$ cat config.mk
export PLATFORM = sky130hd
export DESIGN_NAME = jitter_elastic_fifo
export DESIGN_NICKNAME = d
export VERILOG_FILES = /design/src/rtl/jitter_elastic_fifo.sv
export SDC_FILE = /design/constraint.sdc
export NUM_CORES = 1
export LEC_CHECK = 0
export ABC_CLOCK_PERIOD_IN_PS = 2600
export BUFFER_PORTS_ARGS = -buffer_cell sky130_fd_sc_hd__buf_4
export CAP_MARGIN = 20
export CELL_PAD_IN_SITES_DETAIL_PLACEMENT = 1
export CELL_PAD_IN_SITES_GLOBAL_PLACEMENT = 2
export CORE_AREA = 2 2 115 117
export DETAILED_ROUTE_END_ITERATION = 7
export DIE_AREA = 0 0 117 119
export HOLD_SLACK_MARGIN = 0.05
export MAX_ROUTING_LAYER = met4
export PLACE_DENSITY_LB_ADDON = 0.1
export SLEW_MARGIN = 25
export SYNTH_ARGS = -nofsm -noshare
export SYNTH_HDL_FRONTEND = slang
export SYNTH_SLANG_ARGS = --single-unit
$ cat constraint.sdc
create_clock -name clk -period 2.6 [get_ports clk]
set_clock_uncertainty 0.05 [all_clocks]
set_input_delay 0.13 -clock clk [delete_from_list [all_inputs] [get_ports clk]]
set_output_delay 0.13 -clock clk [all_outputs]
set_load 0.02 [all_outputs]
$ cat src/rtl/jitter_elastic_fifo.sv
module jitter_elastic_fifo #(
  parameter int AW        = 6,
  parameter int LIMIT_WIN = 3,
  parameter int WIDEN_WIN = 2
) (
  input  logic clk,
  input  logic rst_n,
  input  logic wr_en,
  input  logic wr_bit,
  input  logic rd_en,
  input  logic depth_sel,
  input  logic narrow_bw,
  output logic rd_bit,
  output logic near_limit,
  output logic widen_bw
);
  localparam int DMAX = 1 << AW;
  localparam int DMIN = DMAX / 2;

  logic [DMAX-1:0] mem;
  logic [AW-1:0]   wptr, rptr, pmask;
  logic [AW:0]     occ, depth, cdepth;
  logic            deep_q, deep_d, cfg_chg, underflow, overflow, recenter;

  assign deep_d    = depth_sel | narrow_bw;
  assign cfg_chg   = deep_d != deep_q;
  assign depth     = deep_q ? (AW+1)'(DMAX) : (AW+1)'(DMIN);
  assign cdepth    = deep_d ? (AW+1)'(DMAX) : (AW+1)'(DMIN);
  assign pmask     = deep_q ? AW'(DMAX - 1) : AW'(DMIN - 1);
  assign underflow = rd_en && occ == '0;
  assign overflow  = wr_en && !rd_en && occ == depth;
  assign recenter  = cfg_chg || underflow || overflow;

  assign near_limit = (int'(occ) <= LIMIT_WIN) || (int'(occ) + LIMIT_WIN >= int'(depth));
  assign widen_bw   = (int'(occ) <= WIDEN_WIN) || (int'(occ) + WIDEN_WIN >= int'(depth));

  always_ff @(posedge clk) begin
    if (!rst_n) begin
      mem    <= '0;
      wptr   <= cdepth[AW:1];
      rptr   <= '0;
      occ    <= {1'b0, cdepth[AW:1]};
      deep_q <= deep_d;
      rd_bit <= 1'b0;
    end else if (recenter) begin
      mem    <= '0;
      wptr   <= cdepth[AW:1];
      rptr   <= '0;
      occ    <= {1'b0, cdepth[AW:1]};
      deep_q <= deep_d;
      if (underflow && !cfg_chg) rd_bit <= 1'b0;
    end else begin
      if (rd_en) begin
        rd_bit <= mem[rptr];
        rptr   <= (rptr + 1'b1) & pmask;
      end
      if (wr_en) begin
        mem[wptr] <= wr_bit;
        wptr      <= (wptr + 1'b1) & pmask;
      end
      occ <= occ + (AW+1)'(wr_en) - (AW+1)'(rd_en);
    end
  end
endmodule

# After elaboration in Yosys (flattened, before gate mapping)
# Index checks and enable logic that the tools add are counted.
dict set report totals {
  register_bits 85
  input_bits 7
  output_inout_bits 3
}
dict set report classes {
  n_addsub 6
  n_lt_le_gt_ge 7
  n_eq_ne 5
  n_mux 18
  n_bitwise 4
  n_reduce_logical 15
}
# operator n
set op_table {}
lappend op_table {{$bwmux 64} 1}
lappend op_table {{$mux 6} 6}
lappend op_table {{$add 7x2->8 const B} 2}
lappend op_table {{$ge 8x7->1} 2}
lappend op_table {{$le 7x2->1 const B} 2}
lappend op_table {{$lt 6x7->1 const B} 2}
lappend op_table {{$mux 7} 2}
lappend op_table {{$add 6x1->6 const B} 2}
lappend op_table {{$and 6x6->6} 2}
lappend op_table {{$add 7x1->7} 1}
lappend op_table {{$eq 7x7->1} 1}
lappend op_table {{$logic_not 7->1} 1}
lappend op_table {{$mux 1} 7}
lappend op_table {{$sub 7x1->7} 1}
lappend op_table {{$bmux 1 s6} 1}
lappend op_table {{$demux 1 s6} 1}
lappend op_table {{$ge 6x1->1 const B} 1}
lappend op_table {{$logic_and 1x1->1} 5}
lappend op_table {{$logic_or 1x1->1} 4}
lappend op_table {{$ne 2x1->1 const B} 2}
lappend op_table {{$ne 3x1->1 const B} 1}
lappend op_table {{$logic_not 1->1} 2}
lappend op_table {{$reduce_and 2->1} 1}
lappend op_table {{$reduce_bool 2->1} 1}
lappend op_table {{other kinds (4)} 4}

# Logic depth before layout (Yosys ltp)
# Gate-level depths: netlist of run 1.
dict set report logic_depth {
  depth_word 6
  mapped_depth 13
}

# Worst setup path after synthesis of run 1
# Ideal clock, no wire load.
dict set report synth_timing {
  kind {register to register}
  start {register occ[0]}
  end {register occ[6]}
  setup_time_ps 117
  arrival_time_ps 2060
  slack_ps 373
  path_stages_with_launch 14
  synth_period_minus_slack_ps 2227
  cell_sequence {dfxtp_1 > clkbuf_1 > inv_1 > ha_1 > inv_1 > ha_1 > inv_1 > fa_1 > o21bai_1 > a21oi_1 > o21bai_1 > a21oi_1 > xnor2_1 > nor2_1}
}
dict set report synth_between {
  elab_chain_cells 5
}
# element line
set synth_lines {}
lappend synth_lines {{from (decl)} 22} ;# logic [AW:0] occ, depth, cdepth;
lappend synth_lines {{from (signal assigned)} 42} ;# occ <= {1'b0, cdepth[AW:1]};
lappend synth_lines {{from (signal assigned)} 49} ;# occ <= {1'b0, cdepth[AW:1]};
lappend synth_lines {{from (signal assigned)} 61} ;# occ <= occ + (AW+1)'(wr_en) - (AW+1)'(rd_en);
lappend synth_lines {{branches (longest 5 deep; another with $add 7x1->7)} -}
# Parallel ways; which one is timed is not known.
# A chain may end at the register's enable or synchronous reset.

# Worst setup path after layout of run 1
dict set report layout_timing {
  start {register occ[2]}
  end {output port widen_bw}
}
dict set report layout_between {
  elab_chain_cells 3
}
# element line
set layout_lines {}
lappend layout_lines {{$add 7x2->8} 35} ;# assign widen_bw = (int'(occ) <= WIDEN_WIN) || (int'(occ) + WIDEN_WIN >= int'(depth));
lappend layout_lines {{$ge 8x7->1} 35}
lappend layout_lines {{$logic_or 1x1->1 (*)} 35}
lappend layout_lines {{to (decl)} 15} ;# output logic widen_bw
# Every way passes the cells marked *; elsewhere a longest branch is shown, timed or not.

==> impl_metrics.toml, run 1 <==
[sta]
final-max-slew-violation-count = 0
layout_setup_ws_ns = 0.1418
rsz_0062_raised_after_global_routing = "true"
max_clock_freq_ghz = 0.4068
fin_crit_sh_pct = 94.55
timing.final.hold_violations = 0
worst_slew_pin_slew_ns = 0.7039
maxSlewHeadroom_pct = 53.08
period_needed_ns = 2.458
setup_viol_count_final = 0

[power_and_ir_drop]
power_per_cell_area_nw_per_um2 = 711.2
p_leak_nw = 1.825
power.clock.fraction_pct = 31.8
seqPwrFrac_pct = 39.8
power.internal_w = 0.002482
peakVddDrop_v = 0.0002612
netSwitchingPower_w = 0.001319
power_frac_comb_pct = 28.4
power_switching_share_pct = 34.70

[clock_network]
tritoncts.num_buffers = 9
path_clk_slew_ns = 0.06
clock_tree_from_tritoncts = "done"
clkLatencyLatePin_ns = 0.35
tritoncts_num_sinks = 85
ctsRootBufferMaster = "clkbuf_16"
clk_path_buf_depth = 2
htree_num_levels = 3

[routing]
dr_total_vias = 4209
totalWireLength_um = 15900
drt_iter0_drc = 259
ant_nets = 0
wl_per_cell_um = 21.61
drt-vias-per-instance = 5.719
remaining_drc_errors = 0
detailedRoute.firstPassIterationCount = 4

[global_route]
grt_first_pass_wirelength_um = 25120
largest_net_degree_at_the_start_of_global_routing = 80
grt.total_usage_pct = 24.88
grt_remaining_overflow = 0
first_global_vias = 4354
antenna_found_initial = 0

[layout]
layout_common_cells = "nand3_1 (77), dfxtp_1 (76), a21oi_1 (74)"
finish.cell_count_without_fillers = 736
layout_commonest_cell = "nand3_1"
syn_to_final_growth_pct = 11.02
post_route_cells_drive_above_1_share_pct = 11.07
insertedDiodeCount = 0
nets = 591
n_fill_cell = 1540

[yosys]
count_of_mapped_cells_out_of_synthesis = 554
asyncSetResetFlopFracSynth_pct = 0
synth.yosys.seq_area_share_pct = 36.81
syn-mean-instance-area_um2 = 8.688
synthFlopType = "dfxtp_1"
yosys.area.top_type = "dfxtp_1"
synthDominantCellAreaShare_pct = 32.44
cell_area_after_synthesis_um2 = 4813
yosys_register_bits = 85
yosysWarningCount = 0
synth_enable_flop_cells = 7
synthTopCellsByArea = "dfxtp_1 (32%), nand3_1 (8.0%), a21oi_1 (7.7%)"
yosys.cell_types.count = 57
syn-num-nets = 588

[worst_setup_path]
critical_path.endpoint_type = "output port"
path_cells = "buf_4 -> ha_2 -> nand2_1 -> xnor2_1 -> ha_1 -> nand3_1 -> o31ai_1 -> nand2_1 -> o2111ai_1 -> buf_4"
critical_path.slowest_cell = "dfxtp_1"
critical_path_arrival_ns = 2.28
setup.worst_path.start_class = "register"
crit_required_ns = 2.42
critical_path_peak_fanout = 6
slowest_delay_ns = 0.36
criticalPathCategory = "reg -> out"

[placed_design]
total_placed_cells_including_tap_cells = 718
detail_placement_hpwl_um = 10570
globalplace.congestion = 0.8021
io_buf_count = 9
place_worst_setup_slack_ns = 0.2337

[die]
design.core.area_um2 = 12870
floorplan.initialDensity_pct = 37.39
num_io_pins = 10
die_area_um2 = 13920
chipWidth_um = 117
die_y_um = 119
rows = 42

[hold_path]
min_path_type = "in -> reg"

[run_status]
outcome = "complete, no violations"

[flow_run]
maxCapViolCount = 0
==> power by group through the flow <==
stage | clock network [W] | registers [W] | logic, W
final | 0.00121 | 0.00151 | 0.00108
after global routing | 0.00129 | 0.00152 | 0.00119
after CTS | 0.00124 | 0.00151 | 0.00108
after detailed placement | 0 | 0.00154 | 0.00106
after global placement | 0 | 0.00153 | 0.00105
after floorplan | 0 | 0.00147 | 0.000764
==> through the flow <==
step                setup TNS, ns  hold WS [ns]  util (%)  area [um2]  total power [W]
floorplan                       0        0.2577         -        4813         0.002237
detailed placement              0        0.3928     38.99        5020         0.002600
global route             -0.03350        0.2452     41.51        5344         0.003997
global placement                0        0.3748     38.99        5020         0.002584
finish                          0        0.2186     41.51        5344         0.003801
CTS                             0        0.2120     41.37        5326         0.003826
==> Yosys cell counts (2+ instances only) <==
cell	n
a211oi_1	3
o21bai_1	4
a31oi_1	4
a311oi_1	2
buf_1	9
dfxtp_1	78
nor2b_1	4
nand2b_1	4
or3_1	2
mux4_2	3
mux2i_1	8
o31ai_1	2
a41oi_1	2
nor3_1	4
and3_1	3
clkbuf_1	14
mux4_1	8
nand3b_1	2
buf_2	9
xnor2_1	16
nand2_1	25
ha_1	26
edfxtp_1	7
inv_1	16
o21ai_0	65
buf_6	2
xor2_1	6
mux2_2	4
a41o_1	2
nor2_1	32
clkbuf_8	6
o22ai_1	2
nand3_1	77
and3b_1	3
nand4_1	4
a21oi_1	74
o2111ai_1	2
==> critical path: cells and delay by family (launching register included) <==
kind	cells	cell delay (ns)
flops	1	0.36
buf+inv	2	0.33
xor+xnor	1	0.13
fa+ha+maj	2	0.53
compound gates	2	0.35
simple gates	3	0.23
==> final timing paths <==
check                                          start                   end  slack [ns]  depth (start not counted)
worst max-delay path               occ[2]$_SDFF_PP0_              widen_bw        0.14                         10
worst min-delay path                       narrow_bw        occ[4]$_DFF_P_        0.22                          4
worst max register to register     occ[0]$_SDFF_PP0_     occ[6]$_SDFF_PP0_        0.22                         12
worst min register to register  mem[33]$_SDFFE_PP0P_  mem[33]$_SDFFE_PP0P_        0.42                          2
==> sequential cells by signal, summed over array words and instances, names as in the netlist <==
register and flops:
wptr 6, deep_q 1, occ 7, rptr 6, rd_bit 1, mem 64
==> kinds of logic after synthesis <==
family / synth area share [%]
buffers and inverters: 6.161
and+or+nand+nor: 18.12
xor gates and xnor gates: 4.003
muxes: 8.370
AOI/OAI and AO/OA: 19.37
adders and majority gates: 7.174
DFF: 36.81
==> final cells by class <==
class | instances | area [um2] | area share [%]
clock inverters | 2 | 10.01 | 0.1873
clock buffers | 12 | 256.5 | 4.800
repair buffers | 32 | 262.8 | 4.917
inverters | 16 | 60.06 | 1.124
well taps | 176 | 220.2 | 4.121
multi-input cells | 413 | 2758 | 51.60
flip-flops and latches | 85 | 1777 | 33.25
==> per-layer routing <==
metal / global-route usage [%] / routed length, um
met1: 32.69 / 7252
met2: 38.11 / 7568
met3: 5.038 / 866
met4: 8.676 / 216
met5: - / 0
==> timing repair <==
action	4_1_cts	5_1_grt
buffers inserted	0	0
gates resized for setup	0	6
hold buffers	4	0
hold endpoints to repair	5	0
setup endpoints to repair	0	2
(Power assumes the default switching activity.)
==> run 2, diff against run 1 <==
--- a/config.mk
+++ b/config.mk
@@ -5,14 +5,14 @@
 export SDC_FILE = /design/constraint.sdc
 export NUM_CORES = 1
 export LEC_CHECK = 0
-export ABC_CLOCK_PERIOD_IN_PS = 2600
-export BUFFER_PORTS_ARGS = -buffer_cell sky130_fd_sc_hd__buf_4
+export ABC_CLOCK_PERIOD_IN_PS = 2900
 export CAP_MARGIN = 20
 export CELL_PAD_IN_SITES_DETAIL_PLACEMENT = 1
 export CELL_PAD_IN_SITES_GLOBAL_PLACEMENT = 2
 export CORE_AREA = 2 2 115 117
 export DETAILED_ROUTE_END_ITERATION = 7
 export DIE_AREA = 0 0 117 119
+export DONT_BUFFER_PORTS = 1
 export HOLD_SLACK_MARGIN = 0.05
 export MAX_ROUTING_LAYER = met4
 export PLACE_DENSITY_LB_ADDON = 0.1
==> constraint.sdc (replaced) <==
create_clock -name clk -period 2.9 [get_ports clk]
set_clock_uncertainty 0.05 [all_clocks]
set_input_delay 0.145 -clock clk [delete_from_list [all_inputs] [get_ports clk]]
set_output_delay 0.145 -clock clk [all_outputs]
set_load 0.02 [all_outputs]
==> impl_metrics.toml, run 2 (same netlist as run 1, synthesis figures left out) <==
[run_status]
outcome = "complete, no violations"

[worst_setup_path]
critical_path_peak_fanout = 9
path_common_cell = "ha_1"
critical_path.slowest_cell = "dfxtp_2"
setup.worst_path.start_class = "register"
r2r_setup_slack_ns = 0.36
critical_path.endpoint_type = "output port"
critical_path_arrival_ns = 2.42
path_cells = "inv_1 -> ha_1 -> a32oi_1 -> xnor2_1 -> ha_1 -> nand4_1 -> o31ai_1 -> nand2_1 -> o211ai_1"
crit_required_ns = 2.71
slowest_delay_ns = 0.46
criticalPathCategory = "reg -> out"

[clock_network]
clk_path_buf_depth = 2
tritoncts.num_buffers = 9
ctsRootBufferMaster = "clkbuf_16"
htree_num_levels = 3
clock_tree_from_tritoncts = "done"
tritoncts_num_sinks = 85
clkLatencyLatePin_ns = 0.35
path_clk_slew_ns = 0.06

[die]
floorplan.initialDensity_pct = 37.39
num_io_pins = 10
die_area_um2 = 13920
rows = 42
chipWidth_um = 117
die_y_um = 119
design.core.area_um2 = 12870

[placed_design]
io_buf_count = 0
detail_placement_hpwl_um = 10870
globalplace.congestion = 0.8938
place_worst_setup_slack_ns = 0.4184
total_placed_cells_including_tap_cells = 710

[sta]
final-max-slew-violation-count = 0
worst_slew_pin_slew_ns = 0.6716
rsz_0062_raised_after_global_routing = "false"
period_needed_ns = 2.619
maxSlewHeadroom_pct = 55.23
fin_crit_sh_pct = 90.32
max_clock_freq_ghz = 0.3818
tns_ns = 0
layout_setup_ws_ns = 0.2809
setup_viol_count_final = 0
timing.final.hold_violations = 0

[layout]
final_util_pct = 41.44
layout_common_cells = "nand3_1 (77), dfxtp_1 (77), a21oi_1 (74)"
insertedDiodeCount = 0
largest-register = "mem"
nets = 584
largest_register_ff_count = 64
biggestRegsByFlops = "mem x64, occ x7"
syn_to_final_growth_pct = 10.84
finish.cell_count_without_fillers = 731
post_route_cells_drive_above_1_share_pct = 9.189

[power_and_ir_drop]
p_leak_nw = 1.807
power.clock.fraction_pct = 35.1
seqPwrFrac_pct = 38.8
power_per_cell_area_nw_per_um2 = 659.5
power_frac_comb_pct = 26.1
netSwitchingPower_w = 0.001191
power.internal_w = 0.002328
power_switching_share_pct = 33.84
peakVddDrop_v = 0.0002966

[global_route]
grt_remaining_overflow = 0
grt_first_pass_wirelength_um = 25390
first_global_vias = 4388
antenna_found_initial = 0
grt.total_usage_pct = 25.44
largest_net_degree_at_the_start_of_global_routing = 65

[routing]
drt_iter0_drc = 272
remaining_drc_errors = 0
dr_total_vias = 4217
drt-vias-per-instance = 5.769
totalWireLength_um = 16260
wl_per_cell_um = 22.24
ant_nets = 0
detailedRoute.firstPassIterationCount = 4

[hold_path]
min_path_type = "in -> reg"

[flow_run]
maxCapViolCount = 0
-- run 2: changes by cell type in the layout (fill, tap and decap cells not counted), sizes merged --
cell,change
bufinv,+2
clkbuf,-2
buf,-7
clkinv,+2
-- run 2: power by group through the flow --
stage               logic (W)  clock network, W  registers (W)
finish               0.000920           0.00123        0.00136
global route          0.00102           0.00130        0.00138
global placement     0.000884                 0        0.00138
floorplan            0.000685                 0        0.00132
detailed placement   0.000893                 0        0.00139
CTS                  0.000930           0.00126        0.00136
-- run 2: through the flow --
| stage | area [um2] | power (W) | hold WS [ns] |
|---|---|---|---|
| 2_1_floorplan | 4813 | 0.002005 | 0.2727 |
| 3_3_place_gp | 4960 | 0.002267 | 0.1919 |
| 3_5_place_dp | 4960 | 0.002283 | 0.1948 |
| 4_1_cts | 5334 | 0.003557 | 0.05500 |
| 5_1_grt | 5335 | 0.003697 | 0.06952 |
| 6_report | 5335 | 0.003519 | 0.06345 |
-- run 2: area by class of cell --
type / instances / area (um2)
fillers: 1518 / 7540
multi-input cells: 413 / 2745
flip-flops and latches: 85 / 1773
repair buffers: 25 / 230.2
clock buffers: 10 / 229.0
well taps: 176 / 220.2
clock inverters: 6 / 77.57
inverters: 16 / 60.06
-- run 2: layer usage --
layer	share of wire, %	GRT usage [%]	routed length, um	up-vias
met2	48	40.21	7781	104
met3	6.6	5.038	1066	28
met1	43	33.06	7012	2089
met5	0	-	0	-
met4	2.4	7.353	398	0
li1	-	-	-	1996
-- run 2: critical path: cells and delay by family (launching register included) --
family	cells	cell delay (ns)
AO/OA/AOI/OAI	3	0.69
adder cells (fa/ha/maj)	2	0.52
flip-flops	1	0.46
AND/OR/NAND/NOR	2	0.16
XOR/XNOR	1	0.10
buffers and inverters	1	0.14
-- run 2: worst paths after layout --
kind / from / cells after the start / end
max: occ[1]$_SDFF_PP0_ / 9 / near_limit
min: rd_en / 4 / rptr[5]$_SDFFE_PP0P_
max reg2reg: occ[3]$_SDFF_PP0_ / 9 / mem[12]$_SDFFE_PP0P_
min reg2reg: mem[42]$_SDFFE_PP0P_ / 2 / mem[42]$_SDFFE_PP0P_
-- run 2: what timing repair did --
action	CTS	global route
endpoints found under the setup margin	0	1
endpoints found under the hold margin	78	0
gates resized for setup	0	1
hold buffers	5	0
setup buffers	0	0
